==> config.mk <==
export PLATFORM = sky130hd
export DESIGN_NAME = rsf_alloc
export DESIGN_NICKNAME = d
export VERILOG_FILES = /design/src/rtl/rsf_pkg.sv /design/src/rtl/rsf_rst_sync.sv /design/src/rtl/rsf_legality.sv /design/src/rtl/rsf_free_pool.sv /design/src/rtl/rsf_alloc.sv
export SDC_FILE = /design/constraint.sdc
export NUM_CORES = 1
export LEC_CHECK = 0
export BUFFER_PORTS_ARGS = -buffer_cell sky130_fd_sc_hd__buf_2
export CELL_PAD_IN_SITES_DETAIL_PLACEMENT = 0
export CELL_PAD_IN_SITES_GLOBAL_PLACEMENT = 1
export CORE_MARGIN = 2
export CORE_UTILIZATION = 39
export DETAILED_ROUTE_END_ITERATION = 10
export GPL_TIMING_DRIVEN = 0
export PLACE_DENSITY = 0.8
export SLEW_MARGIN = 0
export SYNTH_ARGS = -nofsm -noshare
export SYNTH_HDL_FRONTEND = slang
export SYNTH_SLANG_ARGS = --single-unit
==> constraint.sdc <==
create_clock -name clk -period 8.9 [get_ports clk]
set_input_delay 1.335 -clock clk [delete_from_list [all_inputs] [get_ports clk]]
set_output_delay 1.335 -clock clk [all_outputs]
set_load 0.03 [all_outputs]
==> src/rtl/rsf_pkg.sv <==
package rsf_pkg;
  typedef enum logic [1:0] {
    FLT_NONE     = 2'd0,
    FLT_ILLEGAL  = 2'd1,
    FLT_RESERVED = 2'd2
  } flt_e;
endpackage

==> src/rtl/rsf_rst_sync.sv <==
module rsf_rst_sync (
  input  logic clk,
  input  logic rst_n,
  output logic rst_n_sync
);
  logic [1:0] sync_q;

  always_ff @(posedge clk or negedge rst_n) begin
    if (!rst_n) sync_q <= 2'b00;
    else        sync_q <= {sync_q[0], 1'b1};
  end

  assign rst_n_sync = sync_q[1];
endmodule

==> src/rtl/rsf_legality.sv <==
module rsf_legality #(
  parameter int SZ_W      = 7,
  parameter int QP_W      = 6,
  parameter int GR_W      = 7,
  parameter int FR_W      = 7,
  parameter int PR_W      = 6,
  parameter int MAX_FRAME = 96,
  parameter int ROT_GRAN  = 8
) (
  input  logic [SZ_W-1:0]   n_in,
  input  logic [SZ_W-1:0]   n_loc,
  input  logic [SZ_W-1:0]   n_out,
  input  logic [SZ_W-1:0]   n_rot,
  input  logic [QP_W-1:0]   qp,
  input  logic [SZ_W-1:0]   cur_sor,
  input  logic [GR_W-1:0]   base_gr,
  input  logic [FR_W-1:0]   base_fr,
  input  logic [PR_W-1:0]   base_pr,
  output logic [SZ_W+1:0]   new_sof,
  output logic [SZ_W+1:0]   new_sol,
  output rsf_pkg::flt_e     fault
);
  localparam int SUM_W   = SZ_W + 2;
  localparam int GRAN_LG = $clog2(ROT_GRAN);

  logic [SUM_W-1:0] rot_w;
  logic             ill_qp, ill_big, ill_rot, ill_gran, rsv_hit;

  // The granularity check is present only when the rotating unit is above one.
  generate
    if (GRAN_LG > 0) begin : g_gran
      assign ill_gran = (n_rot[GRAN_LG-1:0] != '0);
    end else begin : g_nogran
      assign ill_gran = 1'b0;
    end
  endgenerate

  always_comb begin
    new_sol = SUM_W'(n_in) + SUM_W'(n_loc);
    new_sof = new_sol + SUM_W'(n_out);
    rot_w   = SUM_W'(n_rot);
    ill_qp  = (qp != '0);
    ill_big = (new_sof > SUM_W'(MAX_FRAME));
    ill_rot = (rot_w > new_sof);
    rsv_hit = (n_rot != cur_sor) && ((|base_gr) || (|base_fr) || (|base_pr));
    // Illegal-operation conditions outrank the reserved-field check.
    if (ill_qp || ill_big || ill_rot || ill_gran) fault = rsf_pkg::FLT_ILLEGAL;
    else if (rsv_hit)                             fault = rsf_pkg::FLT_RESERVED;
    else                                          fault = rsf_pkg::FLT_NONE;
  end
endmodule

==> src/rtl/rsf_free_pool.sv <==
module rsf_free_pool #(
  parameter int FREE_W   = 8,
  parameter int NEED_W   = 9,
  parameter int FREE_RST = 16
) (
  input  logic              clk,
  input  logic              rst_n,
  input  logic              spill_done,
  input  logic              commit,
  input  logic [NEED_W-1:0] take,
  input  logic [NEED_W-1:0] give,
  input  logic [NEED_W-1:0] need,
  output logic [FREE_W-1:0] free_cnt,
  output logic              enough
);
  localparam int CW       = ((FREE_W > NEED_W) ? FREE_W : NEED_W) + 2;
  localparam int FREE_MAX = (1 << FREE_W) - 1;

  logic [FREE_W-1:0] free_q, free_d;
  logic [CW-1:0]     sum;
  logic              en;

  always_comb begin
    enough = (CW'(need) <= CW'(free_q));
    en     = spill_done | commit;
    sum    = CW'(free_q) + CW'(spill_done);
    if (commit) sum = sum + CW'(give) - CW'(take);
    if (sum > CW'(FREE_MAX)) free_d = FREE_W'(FREE_MAX);
    else                     free_d = sum[FREE_W-1:0];
  end

  always_ff @(posedge clk or negedge rst_n) begin
    if (!rst_n)  free_q <= FREE_W'(FREE_RST);
    else if (en) free_q <= free_d;
  end

  assign free_cnt = free_q;
endmodule

==> src/rtl/rsf_alloc.sv <==
module rsf_alloc #(
  parameter int SZ_W      = 7,
  parameter int QP_W      = 6,
  parameter int GR_W      = 7,
  parameter int FR_W      = 7,
  parameter int PR_W      = 6,
  parameter int PFS_W     = 38,
  parameter int FREE_W    = 8,
  parameter int FREE_RST  = 16,
  parameter int MAX_FRAME = 96,
  parameter int ROT_GRAN  = 8
) (
  input  logic              clk,
  input  logic              rst_n,
  input  logic              req_valid,
  output logic              req_ready,
  input  logic [SZ_W-1:0]   op_in,
  input  logic [SZ_W-1:0]   op_loc,
  input  logic [SZ_W-1:0]   op_out,
  input  logic [SZ_W-1:0]   op_rot,
  input  logic [QP_W-1:0]   op_qp,
  input  logic [PFS_W-1:0]  pfs_in,
  input  logic [GR_W-1:0]   base_gr,
  input  logic [FR_W-1:0]   base_fr,
  input  logic [PR_W-1:0]   base_pr,
  input  logic              spill_done,
  output logic              stall,
  output logic              rsp_valid,
  output logic [1:0]        rsp_fault,
  output logic [PFS_W-1:0]  rsp_dest,
  output logic [SZ_W-1:0]   cfm_sof,
  output logic [SZ_W-1:0]   cfm_sol,
  output logic [SZ_W-1:0]   cfm_sor,
  output logic [FREE_W-1:0] free_regs
);
  localparam int SUM_W = SZ_W + 2;

  logic               rst_n_s;
  logic [SUM_W-1:0]   new_sof, new_sol, cur_w, grow, shrink;
  rsf_pkg::flt_e      fault;
  logic               legal, enough, accept, commit;

  logic [SZ_W-1:0]    sof_q, sol_q, sor_q, sof_d, sol_d, sor_d;
  logic               rv_q, rv_d;
  logic [1:0]         rf_q, rf_d;
  logic [PFS_W-1:0]   rd_q, rd_d;

  rsf_rst_sync u_rst (
    .clk        (clk),
    .rst_n      (rst_n),
    .rst_n_sync (rst_n_s)
  );

  rsf_legality #(
    .SZ_W(SZ_W), .QP_W(QP_W), .GR_W(GR_W), .FR_W(FR_W), .PR_W(PR_W),
    .MAX_FRAME(MAX_FRAME), .ROT_GRAN(ROT_GRAN)
  ) u_legal (
    .n_in    (op_in),
    .n_loc   (op_loc),
    .n_out   (op_out),
    .n_rot   (op_rot),
    .qp      (op_qp),
    .cur_sor (sor_q),
    .base_gr (base_gr),
    .base_fr (base_fr),
    .base_pr (base_pr),
    .new_sof (new_sof),
    .new_sol (new_sol),
    .fault   (fault)
  );

  always_comb begin
    cur_w  = SUM_W'(sof_q);
    grow   = (new_sof > cur_w) ? (new_sof - cur_w) : '0;
    shrink = (cur_w > new_sof) ? (cur_w - new_sof) : '0;
    legal  = (fault == rsf_pkg::FLT_NONE);
  end

  rsf_free_pool #(
    .FREE_W(FREE_W), .NEED_W(SUM_W), .FREE_RST(FREE_RST)
  ) u_pool (
    .clk        (clk),
    .rst_n      (rst_n_s),
    .spill_done (spill_done),
    .commit     (commit),
    .take       (grow),
    .give       (shrink),
    .need       (grow),
    .free_cnt   (free_regs),
    .enough     (enough)
  );

  // Handshake: faults go through at once, legal requests wait for registers.
  always_comb begin
    req_ready = !legal || enough;
    stall     = req_valid && legal && !enough;
    accept    = req_valid && req_ready;
    commit    = accept && legal;
  end

  // Next-state for the marker and the response.
  always_comb begin
    sof_d = sof_q;
    sol_d = sol_q;
    sor_d = sor_q;
    if (commit) begin
      sof_d = new_sof[SZ_W-1:0];
      sol_d = new_sol[SZ_W-1:0];
      sor_d = op_rot;
    end
    rv_d = accept;
    rf_d = rf_q;
    rd_d = rd_q;
    if (accept) begin
      rf_d = fault;
      rd_d = legal ? pfs_in : '0;
    end
  end

  always_ff @(posedge clk or negedge rst_n_s) begin
    if (!rst_n_s) begin
      sof_q <= '0;
      sol_q <= '0;
      sor_q <= '0;
    end else if (commit) begin
      sof_q <= sof_d;
      sol_q <= sol_d;
      sor_q <= sor_d;
    end
  end

  always_ff @(posedge clk or negedge rst_n_s) begin
    if (!rst_n_s) begin
      rv_q <= 1'b0;
      rf_q <= '0;
      rd_q <= '0;
    end else begin
      rv_q <= rv_d;
      if (accept) begin
        rf_q <= rf_d;
        rd_q <= rd_d;
      end
    end
  end

  assign rsp_valid = rv_q;
  assign rsp_fault = rf_q;
  assign rsp_dest  = rd_q;
  assign cfm_sof   = sof_q;
  assign cfm_sol   = sol_q;
  assign cfm_sor   = sor_q;
endmodule

# Yosys cells after proc, flatten, opt, wreduce, memory -nomap -nowiden
# Cells that the tools add are included.
# op_classes
addsub	7
order_cmp	6
n_eq_ne	1
muxes	7
n_bitwise	1
n_reduce_logical	19
# ops
op	n
$mux 38	1
$gt 7x9->1	2
$mux 9	2
$reduce_or 7->1	2
$add 11x9->11	1
$gt 11x8->1 const B	1
$mux 11	1
$sub 11x9->11	1
$add 8x1->9	1
$add 9x7->9	1
$gt 9x7->1	1
$gt 9x7->1 const B	1
$le 9x8->1	1
$sub 7x9->9	1
$sub 9x7->9	1
$add 7x7->8	1
$mux 8	1
$ne 7x7->1	1
$logic_or 1x1->1	6
$reduce_bool 6->1	1
$reduce_or 6->1	1
$logic_and 1x1->1	5
$mux 2	2
$reduce_bool 3->1	1
3 further kinds	4
# totals
register_bits	72
input_bits	96
wordCells	49

# Longest topological paths before layout
# logic_depth
ltp_word	15
ltp_mapped	35
mapped_depth_nobuf	35

# By module
# A second synthesis with hierarchy kept.
# hier_totals
hier_cells	560
area_unflattened_um2	5486.5
# modules_own_cells
mod	instances	cells_each	area_each_um2
rsf_alloc	1	261	3055.4
rsf_free_pool	1	171	1430.1
rsf_legality	1	125	947.2
rsf_rst_sync	1	3	53.8

# Worst setup path after synthesis
# No wires, ideal clock.
# synth_timing
path_kind	input to output
start	input port op_in[0]
end	output port stall
arrival_time_ns	6.809
setup_slack_ns	0.756
stages	29
cell_sequence	ha_1 -> inv_1 -> fa_1 -> nor2b_1 -> o21ai_0 -> nand2b_1 -> xor2_1 -> ha_1 -> a21oi_1 -> o21ai_1 -> xnor2_1 -> inv_1 -> ha_1 -> buf_2 -> and4_1 -> a21boi_1 -> o31a_1 -> nor2_1 -> nand2_1 -> nand2_1 -> inv_1 -> ha_1 -> nand3_1 -> a21o_1 -> a22oi_1 -> o311ai_0 -> a211oi_1 -> a311oi_2 -> nor3_1
# synth_between
elab_chain_cells	10
word_cells_on_any_way	16
cone_classes	3 x add/sub; 4 x order compare; 2 x mux; 7 x reduce/logical
# synth_rtl
element	line	rtl
from (decl)	rsf_alloc.sv:17	input logic [SZ_W-1:0] op_in,
$add 7x7->8 (*)	rsf_legality.sv:39	new_sol = SUM_W'(n_in) + SUM_W'(n_loc);
named net new_sol[4]	rsf_alloc.sv:39	logic [SUM_W-1:0] new_sof, new_sol, cur_w, grow, shrink;
$add 9x7->9 (*)	rsf_legality.sv:40	new_sof = new_sol + SUM_W'(n_out);
named net new_sof[5]	rsf_alloc.sv:39	
parallel branches: the longest is 7 deep, another holds $sub 9x7->9	n/a	
$logic_and 1x1->1 (*)	rsf_alloc.sv:96	stall = req_valid && legal && !enough;
to (decl)	rsf_alloc.sv:27	output logic stall,
# Mark *: on every way through the listed nets, which the timed path passes.

# Worst setup path after layout
# Ends and elaborated chain as after synthesis.

==> results_dict.tcl <==
set metrics [dict create \
    io_pins 168 \
    place.gp.congestion 0.900 \
    h_tree_lvl_count 3 \
    synth-seq-area-share_pct 33.5 \
    post_dp_cell_area_sq_um 6460 \
    avgViaCountPerCell 5.17 \
    place.port_buffers 167 \
    route.final.wire_length_um 14800 \
    drt-wirelength-per-cell_um 16.1 \
    tightestPinTransition_ns 0.755 \
    post-dp-hpwl_um 12000 \
    clock-sinks 72 \
    die_w_um 121 \
    yosysWarningCount 0 \
    share_seq_of_total_power_pct 18.8 \
    layout_min_cycle_time_ns 8.40 \
    crit_arrival_ns 7.06 \
    first_iter_violations 191 \
    cap_viol_max_count 0 \
    floorplan.die.height_um 121 \
    report.final.slew_viol_count 0 \
    setup_viol 0 \
    pre_cts_slack_ns -0.0213 \
    gr-total-overflow 0 \
    power.static_leakage_nw 3.60 \
    area_growth_syn_to_layout_pct 27.3 \
    antenna_left 0 \
    maximum_number_of_pins_on_one_net_before_global_route_repair 40 \
    cpPeakStageDelay_ns 0.41 \
    result_of_the_run "complete, no violations" \
    cts.root.buffer_cell "sky130_fd_sc_hd__clkbuf_16" \
    first_pass_iters 6 \
    cts_max_path_buffers 2 \
    timing.slew.headroom_pct 49.4 \
    post_synth_num_cell_types 58 \
    clkPwrFrac_pct 18.0 \
    power.net_switching_uw 884 \
    number_of_global_route_vias_before_repair 4873 \
    gr-usage-all-layers_pct 20.8 \
    comb_power_share_pct 63.2 \
    worstPathBufferInverterCount 6 \
    finalNonFillerCells 917 \
    mappedNetlistNets 715 \
    post_synth_edffs 0 \
    die_area_sq_um 14800 \
    ys_dominant_reg_cell "sky130_fd_sc_hd__dfrtp_1" \
    slowest_stage "sky130_fd_sc_hd__fa_1" \
    vdd_drop_max_v 0.000151 \
    syn_inst 552 \
    worst-endpoint-required_ns 7.57 \
    timing.hold.worst.class "reg2async" \
    async_flop_share_pct 100 \
    final_layout_size_suffix_gt1_share_pct 30.2 \
    totalPowerFinal_mw 1.99 \
    switching_share_pct 44.5 \
    postLayoutSetupSlackWorst_ns 0.503 \
    antenna_cells 0 \
    synth-seq-cells 72 \
    number_of_hold_repair_buffers_added_at_the_cts_stage 0 \
    via_count 4737 \
    finalNetCount 899 \
    design.core.area_sq_um 13300 \
    crit_path_max_fanout 8 \
    timing.critical_path.max_delay_family "compound AO/OA/AOI/OAI gates" \
    power.density_cell_area_nw_per_um2 290 \
    endpoint_kind "output port" \
    cts_inserted_buffers 9 \
    fin_area_sq_um 6850 \
    grt_first_pass_wirelength_um 24100 \
    cts_tree "built" \
    summed_instance_area_of_the_synthesized_netlist_sq_um 5380 \
    insertion_delay_ns 0.34 \
    syn_area_per_cell_sq_um 9.75 \
    clkSlewWorstSetupHoldPaths_ns 0.06 \
    critPathKind "in2out" \
    final-hold-violation-count 0 \
    finalHoldWorstSlack_ns 0.279 \
    fin_worst_skew_ns 0.00759 \
    cellInternalPower_mw 1.10 \
    post-route-period-util_pct 94.4 \
    crit_path_start_kind "input port" \
    initial_utilization_pct 40.3 \
    placed_instance_count 896 \
    drc_violation_count_after_routing 0 \
    antenna_found_initial 0 \
    core.rowCount 42 \
    achievable-frequency_mhz 119 \
]
layout by cell type (no fill, tap or decap), types with 13 or more instances in the layout:
cell	n
sky130_fd_sc_hd__buf_2	174
sky130_fd_sc_hd__dfrtp_1	70
sky130_fd_sc_hd__ha_1	54
sky130_fd_sc_hd__inv_1	52
sky130_fd_sc_hd__a22o_1	38
sky130_fd_sc_hd__nor2_1	28
sky130_fd_sc_hd__nand2_1	22
sky130_fd_sc_hd__a21oi_1	22
sky130_fd_sc_hd__xnor2_1	21
sky130_fd_sc_hd__o21ai_0	19
sky130_fd_sc_hd__mux2i_1	18
sky130_fd_sc_hd__a21o_1	17
sky130_fd_sc_hd__nand3_1	14
sky130_fd_sc_hd__xor2_1	13
sequential cells by signal, indices dropped and copies added (netlist names):
signal           count
u_pool.free_cnt      8
cfm_sof              7
rsp_fault            2
rsp_valid            1
cfm_sol              7
u_rst.sync_q         2
rsp_dest            38
cfm_sor              7
repair_timing:
item / 4_1_cts / 5_1_grt
resized for setup: 1 / 14
setup endpoints to repair: 1 / 2
buffers inserted: 0 / 5
pin swaps: 0 / 5
path summary, 6_finish.rpt:
check                                          end             from  cells past startpoint  slack (ns)
worst max-delay path                         stall         op_in[0]                     33        0.50
worst max register to register  u_pool.free_cnt[2]       cfm_sof[1]                     20        3.91
min in group clk                   u_rst.sync_q[1]  u_rst.sync_q[0]                      0        0.35
worst min register to register        rsp_dest[31]  u_rst.sync_q[1]                      0        0.28
worst min-delay path                  rsp_dest[31]  u_rst.sync_q[1]                      0        0.28
max in group asynchronous          u_rst.sync_q[1]            rst_n                      1        8.02
synthesized netlist by cell type, types with 3 or more instances:
library cell,count,share of area (%)
sky130_fd_sc_hd__dfrtp_1,71,33
sky130_fd_sc_hd__ha_1,55,13
sky130_fd_sc_hd__inv_1,52,3.6
sky130_fd_sc_hd__a22o_1,38,6.2
sky130_fd_sc_hd__nor2_1,29,2.0
sky130_fd_sc_hd__nand2_1,25,1.7
sky130_fd_sc_hd__xnor2_1,24,3.9
sky130_fd_sc_hd__a21oi_1,23,2.1
sky130_fd_sc_hd__o21ai_0,20,1.9
sky130_fd_sc_hd__mux2i_1,18,3.3
sky130_fd_sc_hd__a21o_1,17,2.4
sky130_fd_sc_hd__nand3_1,14,1.3
sky130_fd_sc_hd__xor2_1,13,2.1
sky130_fd_sc_hd__fa_1,12,4.5
sky130_fd_sc_hd__nor2b_1,11,1.3
sky130_fd_sc_hd__nor3_1,11,1.0
sky130_fd_sc_hd__a211oi_1,9,1.3
sky130_fd_sc_hd__buf_2,8,0.74
sky130_fd_sc_hd__nand2b_1,8,0.93
sky130_fd_sc_hd__mux2_1,7,1.5
sky130_fd_sc_hd__nor4_1,7,0.81
sky130_fd_sc_hd__and2_1,6,0.70
sky130_fd_sc_hd__o21a_1,6,0.84
sky130_fd_sc_hd__mux2_2,5,1.0
sky130_fd_sc_hd__clkbuf_1,4,0.28
sky130_fd_sc_hd__nand3b_1,4,0.56
sky130_fd_sc_hd__or3_1,4,0.46
sky130_fd_sc_hd__a221oi_1,3,0.49
sky130_fd_sc_hd__a31oi_1,3,0.35
sky130_fd_sc_hd__buf_6,3,0.63
sky130_fd_sc_hd__nand4_1,3,0.35
sky130_fd_sc_hd__o21ai_1,3,0.28
sky130_fd_sc_hd__o22ai_1,3,0.35
sky130_fd_sc_hd__o31ai_1,3,0.42
kinds of logic (layout without fill, tap and decap cells):
| family | count (synthesis) | count (layout) | synth area share [%] |
|---|---|---|---|
| buf+inv | 70 | 259 | 5.63 |
| flops | 72 | 72 | 33.5 |
| other cells | 2 | 2 | 0.140 |
| compound gates | 147 | 147 | 19.7 |
| fa+ha+maj | 67 | 67 | 17.2 |
| simple gates | 127 | 127 | 11.9 |
| mux | 30 | 30 | 5.86 |
| xor+xnor | 37 | 37 | 6.02 |
power groups by stage:
stage	clock network, mW	registers (mW)	logic (mW)
final	0.357	0.374	1.26
after CTS	0.369	0.373	1.23
after detailed placement	0	0.380	1.21
after global routing	0.382	0.378	1.43
after floorplan	0	0.408	0.920
after global placement	0	0.381	1.17
metal layers:
metal | global-route usage, % | vias to the layer above | part of all wire [%]
li1 | - | 2342 | -
met1 | 26.2 | 2234 | 43
met2 | 36.1 | 148 | 51
met3 | 5.31 | 13 | 5.8
met4 | 4.02 | 0 | 1.1
met5 | 0 | - | 0
metrics by stage:
step,utilization [%],TNS [ns]
after floorplan,-,0
after global placement,48.2,0
after detailed placement,48.4,-0.0213
after CTS,50.6,0
after global routing,51.3,-0.00918
final,51.3,0
layout make-up:
cell class	instances	area (sq um)
Inverter	52	195
Timing Repair Buffer	173	896
Tap cell	176	220
Sequential cell	72	1810
Fill cell	1278	6490
Clock buffer	10	229
Multi-Input combinational cell	410	3340
Clock inverter	6	61.3
Buffer	18	108
Note: power is estimated with default switching activity, not from simulation.
